===== src/rtl/fbal_pkg.sv =====
package fbal_pkg;
   typedef enum logic [1:0] {S_GAP, S_START, S_WAIT, S_DEC} ctl_state_t;
   typedef enum logic [1:0] {M_IDLE, M_ARM, M_CNT, M_DONE} meter_state_t;
endpackage


===== src/rtl/fbal_sync.sv =====
module fbal_sync #(
   parameter int STAGES = 2
) (
   input  logic clk,
   input  logic rst_n,
   input  logic d,
   output logic q
);
   generate
      if (STAGES < 2) begin : g_bad_stages
         $error("fbal_sync: STAGES must be at least 2");
      end
   endgenerate

   logic [STAGES-1:0] chain;

   generate
      for (genvar i = 0; i < STAGES; i++) begin : g_stage
         always_ff @(posedge clk) begin
            if (!rst_n)      chain[i] <= 1'b0;
            else if (i == 0) chain[i] <= d;
            else             chain[i] <= chain[(i == 0) ? 0 : i-1];
         end
      end
   endgenerate

   assign q = chain[STAGES-1];
endmodule


===== src/rtl/fbal_period_meter.sv =====
module fbal_period_meter
   import fbal_pkg::*;
#(
   parameter int CNTW   = 16,
   parameter int STAGES = 2
) (
   input  logic            clk,
   input  logic            rst_n,
   input  logic            chan_clk,
   input  logic            start,
   input  logic            clr,
   output logic [CNTW-1:0] period,
   output logic            ready
);
   generate
      if (CNTW < 4) begin : g_bad_cntw
         $error("fbal_period_meter: CNTW must be at least 4");
      end
   endgenerate

   logic         s_now, s_prev, rise;
   logic [CNTW-1:0] cnt;
   meter_state_t st;

   fbal_sync #(.STAGES(STAGES)) u_sync (
      .clk(clk), .rst_n(rst_n), .d(chan_clk), .q(s_now)
   );

   always_ff @(posedge clk) begin
      if (!rst_n) s_prev <= 1'b0;
      else        s_prev <= s_now;
   end
   assign rise = s_now & ~s_prev;

   always_ff @(posedge clk) begin
      if (!rst_n) begin
         st     <= M_IDLE;
         cnt    <= '0;
         period <= '0;
         ready  <= 1'b0;
      end else if (clr) begin
         st    <= M_IDLE;
         ready <= 1'b0;
      end else begin
         unique case (st)
            M_IDLE: if (start) st <= M_ARM;
            M_ARM: if (rise) begin
               cnt <= CNTW'(1);
               st  <= M_CNT;
            end
            M_CNT: begin
               if (rise) begin
                  period <= cnt;
                  ready  <= 1'b1;
                  st     <= M_DONE;
               end else if (cnt != '1) begin
                  cnt <= cnt + 1'b1;
               end
            end
            default: ;
         endcase
      end
   end

   AST_RDY_HOLD: assert property (@(posedge clk) disable iff (!rst_n)
      (ready && !clr) |=> ready);
   AST_PERIOD_NONZERO: assert property (@(posedge clk) disable iff (!rst_n)
      $rose(ready) |-> (period != '0));
endmodule


===== src/rtl/fbal_boundary.sv =====
module fbal_boundary #(
   parameter int NCELL   = 82,
   parameter int MINCELL = 1,
   parameter int CW      = 7
) (
   input  logic             clk,
   input  logic             rst_n,
   input  logic [CW-1:0]    init_cnt,
   input  logic             step_en,
   input  logic             step_left,
   output logic [NCELL-1:0] sel
);
   generate
      if (MINCELL < 1 || 2*MINCELL > NCELL) begin : g_bad_min
         $error("fbal_boundary: MINCELL out of range");
      end
   endgenerate

   localparam logic [CW-1:0] LO = CW'(MINCELL);
   localparam logic [CW-1:0] HI = CW'(NCELL - MINCELL);

   logic [CW-1:0]    init_c;
   logic [NCELL-1:0] init_vec;
   logic             can_grow, can_shrink;

   always_comb begin
      if (init_cnt < LO)      init_c = LO;
      else if (init_cnt > HI) init_c = HI;
      else                    init_c = init_cnt;
   end

   generate
      for (genvar i = 0; i < NCELL; i++) begin : g_init
         assign init_vec[i] = (init_c > CW'(i));
      end
   endgenerate

   assign can_grow   = ~sel[NCELL-MINCELL-1];
   assign can_shrink = sel[MINCELL];

   always_ff @(posedge clk) begin
      if (!rst_n) begin
         sel <= init_vec;
      end else if (step_en) begin
         if (step_left && can_grow)        sel <= {sel[NCELL-2:0], 1'b1};
         else if (!step_left && can_shrink) sel <= {1'b0, sel[NCELL-1:1]};
      end
   end

   AST_THERMO: assert property (@(posedge clk) disable iff (!rst_n)
      $onehot0(sel + NCELL'(1)));
   AST_ONE_STEP: assert property (@(posedge clk) disable iff (!rst_n)
      $countones(sel ^ $past(sel)) <= 1);
   AST_SAT_LO: assert property (@(posedge clk) disable iff (!rst_n)
      sel[MINCELL-1]);
   AST_SAT_HI: assert property (@(posedge clk) disable iff (!rst_n)
      !sel[NCELL-MINCELL]);
endmodule


===== src/rtl/fbal_alloc.sv =====
module fbal_alloc
   import fbal_pkg::*;
#(
   parameter int NCELL   = 82,
   parameter int MINCELL = 1,
   parameter int CNTW    = 16,
   parameter int STAGES  = 2,
   parameter int GAP     = 4,
   localparam int CW     = $clog2(NCELL + 1),
   localparam int GW     = $clog2(GAP + 1)
) (
   input  logic             clk,
   input  logic             rst_n,
   input  logic             clk_a,
   input  logic             clk_b,
   input  logic [CNTW-1:0]  hyst_win,
   input  logic [CW-1:0]    init_cnt,
   output logic [NCELL-1:0] sel,
   output logic             dir,
   output logic             stop,
   output logic             busy
);
   generate
      if (NCELL < 4) begin : g_bad_ncell
         $error("fbal_alloc: NCELL must be at least 4");
      end
      if (GAP < STAGES + 2) begin : g_bad_gap
         $error("fbal_alloc: GAP must cover synchronizer settling");
      end
   endgenerate

   ctl_state_t      st;
   logic [GW-1:0]   gap_cnt;
   logic            start, clr;
   logic [CNTW-1:0] per_a, per_b;
   logic            rdy_a, rdy_b;
   logic            a_fast, b_fast, step_en;

   assign start = (st == S_START);
   assign clr   = (st == S_GAP);
   assign busy  = (st != S_GAP);

   fbal_period_meter #(.CNTW(CNTW), .STAGES(STAGES)) u_meter_a (
      .clk(clk), .rst_n(rst_n), .chan_clk(clk_a), .start(start),
      .clr(clr), .period(per_a), .ready(rdy_a)
   );
   fbal_period_meter #(.CNTW(CNTW), .STAGES(STAGES)) u_meter_b (
      .clk(clk), .rst_n(rst_n), .chan_clk(clk_b), .start(start),
      .clr(clr), .period(per_b), .ready(rdy_b)
   );

   assign a_fast  = ({1'b0, per_a} + {1'b0, hyst_win}) < {1'b0, per_b};
   assign b_fast  = ({1'b0, per_b} + {1'b0, hyst_win}) < {1'b0, per_a};
   assign step_en = (st == S_DEC) && (a_fast || b_fast);

   fbal_boundary #(.NCELL(NCELL), .MINCELL(MINCELL), .CW(CW)) u_bound (
      .clk(clk), .rst_n(rst_n), .init_cnt(init_cnt),
      .step_en(step_en), .step_left(a_fast), .sel(sel)
   );

   always_ff @(posedge clk) begin
      if (!rst_n) begin
         st      <= S_GAP;
         gap_cnt <= '0;
         dir     <= 1'b0;
         stop    <= 1'b0;
      end else begin
         unique case (st)
            S_GAP: begin
               if (gap_cnt == GW'(GAP - 1)) begin
                  gap_cnt <= '0;
                  st      <= S_START;
               end else begin
                  gap_cnt <= gap_cnt + 1'b1;
               end
            end
            S_START: st <= S_WAIT;
            S_WAIT:  if (rdy_a && rdy_b) st <= S_DEC;
            S_DEC: begin
               if (a_fast) begin
                  dir  <= 1'b0;
                  stop <= 1'b0;
               end else if (b_fast) begin
                  dir  <= 1'b1;
                  stop <= 1'b0;
               end else begin
                  stop <= 1'b1;
               end
               st <= S_GAP;
            end
            default: st <= S_GAP;
         endcase
      end
   end

   AST_DEC_BOTH_READY: assert property (@(posedge clk) disable iff (!rst_n)
      (st == S_DEC) |-> (rdy_a && rdy_b));
   AST_LEFT_MOVE: assert property (@(posedge clk) disable iff (!rst_n)
      (st == S_DEC && a_fast) |=> (!dir && !stop));
   AST_RIGHT_MOVE: assert property (@(posedge clk) disable iff (!rst_n)
      (st == S_DEC && b_fast) |=> (dir && !stop));
   AST_WINDOW_HOLD: assert property (@(posedge clk) disable iff (!rst_n)
      (st == S_DEC && !a_fast && !b_fast) |=> (stop && $stable(sel) && $stable(dir)));
   AST_GAP_IDLE: assert property (@(posedge clk) disable iff (!rst_n)
      $fell(busy) |=> !busy);
endmodule


===== config.mk =====
export PLATFORM = sky130hd
export DESIGN_NAME = fbal_alloc
export DESIGN_NICKNAME = d
export VERILOG_FILES = /design/src/rtl/fbal_pkg.sv /design/src/rtl/fbal_sync.sv /design/src/rtl/fbal_period_meter.sv /design/src/rtl/fbal_boundary.sv /design/src/rtl/fbal_alloc.sv
export SDC_FILE = /design/constraint.sdc
export NUM_CORES = 1
export LEC_CHECK = 0
export CORE_MARGIN = 4
export CORE_UTILIZATION = 50
export DETAILED_ROUTE_END_ITERATION = 10
export HOLD_SLACK_MARGIN = 0.03
export PLACE_DENSITY = 0.7
export SLEW_MARGIN = 20
export SYNTH_ARGS = -nofsm -noshare
export SYNTH_HDL_FRONTEND = slang
export SYNTH_HIERARCHICAL = 1
export SYNTH_SLANG_ARGS = --single-unit

===== constraint.sdc =====
create_clock -name clk -period 11.15 [get_ports clk]
set_input_delay 1.6725 -clock clk [delete_from_list [all_inputs] [get_ports clk]]
set_output_delay 1.6725 -clock clk [all_outputs]
set_load 0.02 [all_outputs]

* Yosys cells after proc, flatten, opt, wreduce, memory -nomap -nowiden
Index checks and enable logic that the tools add are counted. Widths: inputs -> output; s select.
Word-level totals: output and inout bits 85, input port bits 27, word-level logic and storage cells 197, register bits after elaboration 165
Operators by class: equality and inequality tests 24, reduce and logical (&&, ||, !) cells 27, magnitude comparators 86, bitwise gates (word level) 7, add/subtract/negate cells 5, multiplexer cells 29
Operator list (count):
- $mux 82 | 4
- $gt 7x6->1 const B | 32
- $gt 7x7->1 const B | 19
- $gt 7x5->1 const B | 16
- $mux 16 | 6
- $pmux 16 s2 | 2
- $gt 7x4->1 const B | 8
- $add 16x16->17 | 2
- $lt 17x16->1 | 2
- $add 16x1->16 const B | 2
- $ne 16x16->1 const B | 2
- $gt 7x3->1 const B | 4
- $ne 2x1->1 const B | 8
- $gt 7x1->1 const B | 2
- $gt 7x2->1 const B | 2
- $mux 2 | 7
- $mux 7 | 2
- $pmux 2 s3 | 2
- $ne 2x2->1 const B | 5
- $reduce_and 2->1 | 5
- $reduce_and 5->1 | 2
- $eq 2x2->1 const B | 4
- $pmux 2 s4 | 1
- $reduce_and 4->1 | 2
- other kinds (17) | 37

* Logic depth before layout (Yosys ltp)
depth after elaboration 8, depth in mapped cells 23, depth with buffers taken out 21

* Hierarchy
The synthesis kept the hierarchy.
Modules (own cells, without submodules):
- fbal_boundary | cells each 499, area each 4795.8 um^2, times used 1, seq. area each 2462.4 um^2
- fbal_alloc | cells each 329, area each 2541.2 um^2, times used 1, seq. area each 140.1 um^2
- fbal_period_meter at u_meter_a | cells each 217, area each 1774.2 um^2, times used 1, seq. area each 720.7 um^2
- fbal_period_meter at u_meter_b | cells each 217, area each 1762.9 um^2, times used 1, seq. area each 720.7 um^2
- fbal_sync | cells each 4, area each 52.6 um^2, times used 2, seq. area each 40.0 um^2

* Worst setup path after synthesis
OpenSTA, ideal clock, no wires.
path kind input-to-reg, from input port hyst_win[0], to register u_bound.sel[0] (enable), required time 10.707 ns, buffers on the path 3, stages 22, arrival 6.962 ns, library setup time 0.443 ns, setup slack 3.746 ns, path through ha_1 > inv_1 > fa_1 > nor2b_1 > o31ai_1 > a211o_1 > a21bo_2 > a21oi_1 > xor2_1 > ha_1 > a21o_1 > a211oi_1 > o21ai_0 > nor2_1 > o21ai_2 > a21oi_1 > nor2b_1 > buf_2 > buf_2 > buf_2 > o21ai_0 > nand2_1
Between the ends: longest elaborated chain between the ends 6, elaborated cells between the ends (all ways) 12, classes of those cells add/sub (2); order compare (2); eq/ne (2); reduce/logical (6)
RTL lines:
- start: declaration | line fbal_alloc.sv:16 | input logic [CNTW-1:0] hyst_win,
- $add 16x16->17 * | line fbal_alloc.sv:52 | assign a_fast = ({1'b0, per_a} + {1'b0, hyst_win}) < {1'b0, per_b};
- $lt 17x16->1 * | line fbal_alloc.sv:52
- named net a_fast | line fbal_alloc.sv:37 | logic a_fast, b_fast, step_en;
- $logic_not 1->1 / $logic_or 1x1->1 (equally long branches) | line fbal_boundary.sv:46, fbal_alloc.sv:54
- $logic_and 1x1->1, on equally long branches | line fbal_boundary.sv:46, fbal_alloc.sv:54
- $ne 3x1->1 (no line) / $ne 2x1->1 (equally long branches)
- $reduce_and 2->1 (no line) *
- end signal: assignment | line fbal_boundary.sv:43 | sel <= init_vec;
- end signal: assignment | line fbal_boundary.sv:45 | if (step_left && can_grow) sel <= {sel[NCELL-2:0], 1'b1};
- end signal: assignment | line fbal_boundary.sv:46 | else if (!step_left && can_shrink) sel <= {1'b0, sel[NCELL-1:1]};
- end: declaration | line fbal_boundary.sv:11 | output logic [NCELL-1:0] sel
Mark *: on every way through the listed nets, which the timed path passes. The rest lies on a longest branch. A chain may end at the register's enable or synchronous reset.

* Worst setup path after layout
from input port hyst_win[0], to register u_bound.sel[37] (data pin)
Between the ends: longest elaborated chain between the ends 6
RTL lines:
- $add 16x16->17 | line fbal_alloc.sv:52
- $lt 17x16->1 | line fbal_alloc.sv:52
- named net a_fast | line fbal_alloc.sv:37
- $logic_and 1x1->1 | line fbal_boundary.sv:45
- $mux 82 | line fbal_boundary.sv:45
- $mux 82 | line fbal_boundary.sv:44 | end else if (step_en) begin
- $mux 82 | line fbal_boundary.sv:42 | if (!rst_n) begin
The timed path passes the listed nets, and every way through them passes these cells. The select of a mux whose other input is x is not followed.

==> insert_results.sql <==
INSERT INTO impl_metrics (metric_group, metric, value, unit) VALUES
('die', 'placement_rows', '53', ''),
('yosys', 'ys_async_sr_fraction', '0', ''),
('pwr', 'leakage', '4.539', 'nW'),
('clock_tree', 'htree_levels', '4', ''),
('setup_path', 'worst-r2r-setup-slack', '5.59', 'ns'),
('die', 'start_util', '0.5158', ''),
('yosys', 'syn_area_per_cell', '8.645', 'um2'),
('setup_path', 'cell_with_the_biggest_individual_delay_on_the_critical_path', 'buf_4', ''),
('timing', 'unrepaired_setup_endpoints_after_global_routing', 'false', ''),
('yosys', 'seq_area_frac_synth', '0.3756', ''),
('yosys', 'synth.ff_latch_count', '165', ''),
('drt', 'ant_nets', '0', ''),
('setup_path', 'ws_path_type', 'in -> reg', ''),
('setup_path', 'worstSetupEndpointType', 'flip-flop', ''),
('finish', 'post-route-util', '0.5985', ''),
('grt', 'grt_antenna_before_repair', '0', ''),
('pwr', 'power_per_cell_area', '122.4', 'nW/um2'),
('run_status', 'outcome', 'completed', ''),
('yosys', 'ys.warnings.count', '6', ''),
('grt', 'grt_resource_usage_total', '0.2495', ''),
('clock_tree', 'clkSlewWorstSetupHoldPaths', '0.07', 'ns'),
('finish', 'number_of_diodes_added_for_antenna_fixing', '0', ''),
('drt', 'detailedRoute.firstIterationViolations', '999', ''),
('grt', 'grt_overflow_total', '0', ''),
('clock_tree', 'cts_setup_buffers', '0', ''),
('hold_path', 'hold_class', 'reg -> reg', ''),
('finish', 'area_overhead_of_the_layout_relative_to_synthesis', '16.03', '%'),
('setup_path', 'timing.critical_path.mode_cell', 'a21oi_1', ''),
('drt', 'viasPerCell', '6.076', ''),
('timing', 'finalWorstPathRequiredPeriod', '6.821', 'ns'),
('yosys', 'synth_unique_cells', '98', ''),
('drt', 'wire_length_per_cell', '18.94', 'um'),
('timing', 'fin_setup_tns', '0', 'ns'),
('drt', 'wl', '30630', 'um'),
('clock_tree', 'root_buffer', 'clkbuf_16', ''),
('setup_path', 'critical_path_arrival', '6.95', 'ns'),
('timing', 'finalSetupViolCount', '0', ''),
('drt', 'drtPass1Iterations', '6', ''),
('pwr', 'vdd_drop_max', '0.08769', 'mV'),
('timing', 'finalClockSkew', '0.01657', 'ns'),
('die', 'die-area', '24390', 'um2'),
('yosys', 'edff_count_synth', '82', ''),
('placement', 'dp_hpwl', '21570', 'um'),
('yosys', 'post_synth_inst_count', '1270', ''),
('die', 'die-width', '156.2', 'um'),
('setup_path', 'critical_path_peak_fanout', '80', ''),
('clock_tree', 'worst_case_clock_buffer_depth', '2', ''),
('die', 'placeable_core_region', '21290', 'um2'),
('setup_path', 'req_time_crit_path', '11.28', 'ns'),
('timing', 'layout_worst_path_cycle_share', '0.6118', ''),
('setup_path', 'timing.critical_path.cells', 'clkdlybuf4s50_1 > ha_1 > inv_1 > fa_1 > nor2b_1 > o31ai_1 > a21oi_1 > o21ai_0 > nand2b_1 > a21oi_1 > xnor2_1 > ha_1 > a21o_1 > a211oi_2 > o211ai_1 > a21oi_1 > a21oi_1 > a21oi_1 > nor2b_4 > buf_4 > mux2_2 > nand2_1 > o21ai_0', ''),
('timing', 'max_clock_freq', '0.1466', 'GHz'),
('grt', 'first_global_vias', '9156', ''),
('clock_tree', 'cts_repair_resize_count', '0', ''),
('clock_tree', 'later_pin_clock_latency_in_the_skew_report', '0.43', 'ns'),
('timing', 'final-hold-violation-count', '0', ''),
('timing', 'drv_slew', '0', ''),
('clock_tree', 'clock_sink_count', '165', ''),
('setup_path', 'startpoint_type', 'input pin', ''),
('placement', 'portBuffers', '111', ''),
('drt', 'detailroute.via_count', '9825', ''),
('setup_path', 'cp_slowest_stage_delay', '0.76', 'ns'),
('timing', 'slew_headroom', '0.2608', ''),
('clock_tree', 'cts-buffers-inserted', '17', ''),
('grt', 'grt_max_degree', '96', ''),
('job', 'drv.max_cap_violation_count', '0', ''),
('drt', 'drcViolationCount', '0', ''),
('yosys', 'dominantRegCellSynth', 'dfxtp_1', ''),
('finish', 'final_nets', '1437', ''),
('clock_tree', 'ctsHoldBuffers', '0', ''),
('placement', 'place.gp.congestion', '0.9015', ''),
('yosys', 'area_of_the_mapped_netlist', '10980', 'um2'),
('yosys', 'synth.net_count', '1378', ''),
('grt', 'grt_first_pass_wirelength', '49270', 'um'),
('timing', 'worst_slew_pin_slew', '1.109', 'ns'),
('finish', 'fraction_of_final_layout_cells_with_drive_strength_greater_than_1', '0.06632', ''),
('die', 'die_h', '156.2', 'um'),
('clock_tree', 'cts_tree', 'yes', ''),
('die', 'io_pins', '112', '');
-- final timing paths --
kind                      to  cells past startpoint           startpoint
max          u_bound/sel[37]                     23          hyst_win[0]
min               gap_cnt[2]                      2           gap_cnt[2]
max reg2reg  u_bound/sel[37]                     21  u_meter_a/period[0]
min reg2reg       gap_cnt[2]                      2           gap_cnt[2]
-- placed cells by master (no fill, tap or decap), types with 7 or more instances in the layout --
master,count
a21o_1,12
ha_1,79
xnor2_1,20
nand2b_1,19
dfxtp_1,83
and3_1,12
a31oi_1,35
nor3_1,29
or2_2,7
and2_1,12
inv_1,60
clkdlybuf4s50_1,110
nor2_1,61
or3_1,18
nand3_1,36
nand4_1,11
clkbuf_16,17
a32oi_1,20
a21oi_1,93
buf_4,7
o31ai_1,8
a21boi_0,7
nor4_1,8
o21a_1,10
a211oi_1,16
o21ai_0,49
nor2b_1,14
o22ai_1,11
edfxtp_1,82
nand2_1,220
mux2i_1,33
o211ai_1,13
-- cell families (layout without fill, tap and decap cells) --
kind of cell,after synthesis,count (layout),share of synthesized area
and+or+nand+nor,490,490,0.2198
AOI/OAI and AO/OA,335,335,0.2067
adders and majority gates,81,81,0.09368
muxes,36,36,0.03316
xor gates and xnor gates,25,25,0.01994
DFF,165,165,0.3756
buffers and inverters,137,209,0.05071
other,1,1,0.0003416
-- per-layer routing --
metal	vias to the layer above	global-route usage	part of all wire
met1	4626	0.3741	0.47
met4	0	0.05620	0.015
met5	-	0	0
li1	4759	-	-
met2	404	0.3667	0.43
met3	36	0.05770	0.089
-- Yosys cell counts, drive strengths merged (5+ instances only) --
cell type / n / area, um2
nand2: 221 / 829.6
a21oi: 95 / 483.0
dfxtp: 83 / 1662
edfxtp: 82 / 2462
ha: 79 / 988.5
nor2: 62 / 240.2
inv: 60 / 225.2
o21ai: 57 / 311.5
clkbuf: 52 / 195.2
nand3: 38 / 200.2
a31oi: 36 / 231.5
mux2i: 33 / 330.3
nor3: 31 / 177.7
buf: 24 / 127.6
a32oi: 20 / 175.2
nand2b: 20 / 125.1
xnor2: 20 / 175.2
a211oi: 19 / 165.2
or3: 18 / 112.6
nor2b: 15 / 93.84
and3: 14 / 90.08
o211ai: 13 / 97.59
a21o: 12 / 90.09
and2: 12 / 75.07
nand4: 12 / 81.33
nor4: 11 / 96.34
o21a: 11 / 83.83
o22ai: 11 / 68.82
or2: 10 / 62.56
a21boi: 9 / 78.83
o31ai: 9 / 72.57
or4: 8 / 67.56
a221oi: 5 / 50.04
o21bai: 5 / 41.29
o311ai: 5 / 43.79
xor2: 5 / 43.79
-- power breakdown --
part	internal, mW	switching [mW]
logic	0.118	0.168
clock network	0.296	0.274
registers	0.675	0.0278
total	1.09	0.470
-- worst max-delay path, delay by kind of cell --
| family | cells | cell delay [ns] |
|---|---|---|
| AOI/OAI and AO/OA | 11 | 2.24 |
| xor gates and xnor gates | 1 | 0.14 |
| adders and majority gates | 3 | 0.70 |
| buffers and inverters | 3 | 1.27 |
| muxes | 1 | 0.42 |
| and+or+nand+nor | 4 | 0.42 |
-- metrics by stage --
step	worst slack (ns)	hold WS (ns)	cells	power, mW	area [um2]
2_1_floorplan	3.746	0.4088	1270	0.8911	10980
4_1_cts	4.414	0.4406	1617	1.566	12730
3_3_place_gp	4.091	0.4168	1585	0.9939	12160
6_report	4.329	0.4356	1617	1.559	12740
3_5_place_dp	3.984	0.4305	1585	0.9983	12160
5_1_grt	3.819	0.4799	1617	1.628	12740
-- layout make-up --
cell class / instances / area, um2
clock buffer: 17 / 425.4
clock inverter: 15 / 142.6
fill: 1893 / 8547
inverter: 60 / 225.2
multi-input combinational: 968 / 6325
sequential: 165 / 4124
tap: 275 / 344.1
timing repair buffer: 117 / 1154
-- flip-flops by register name (all words and copies together), names as in the netlist, 2 cells and up --
name,flops
u_bound/sel,82
u_meter_b/st,2
u_meter_a/period,16
u_meter_b/cnt,16
u_meter_b/period,16
u_meter_a/cnt,16
u_meter_a/st,2
st,2
gap_cnt,3
Power figures use the tool's default switching activity.
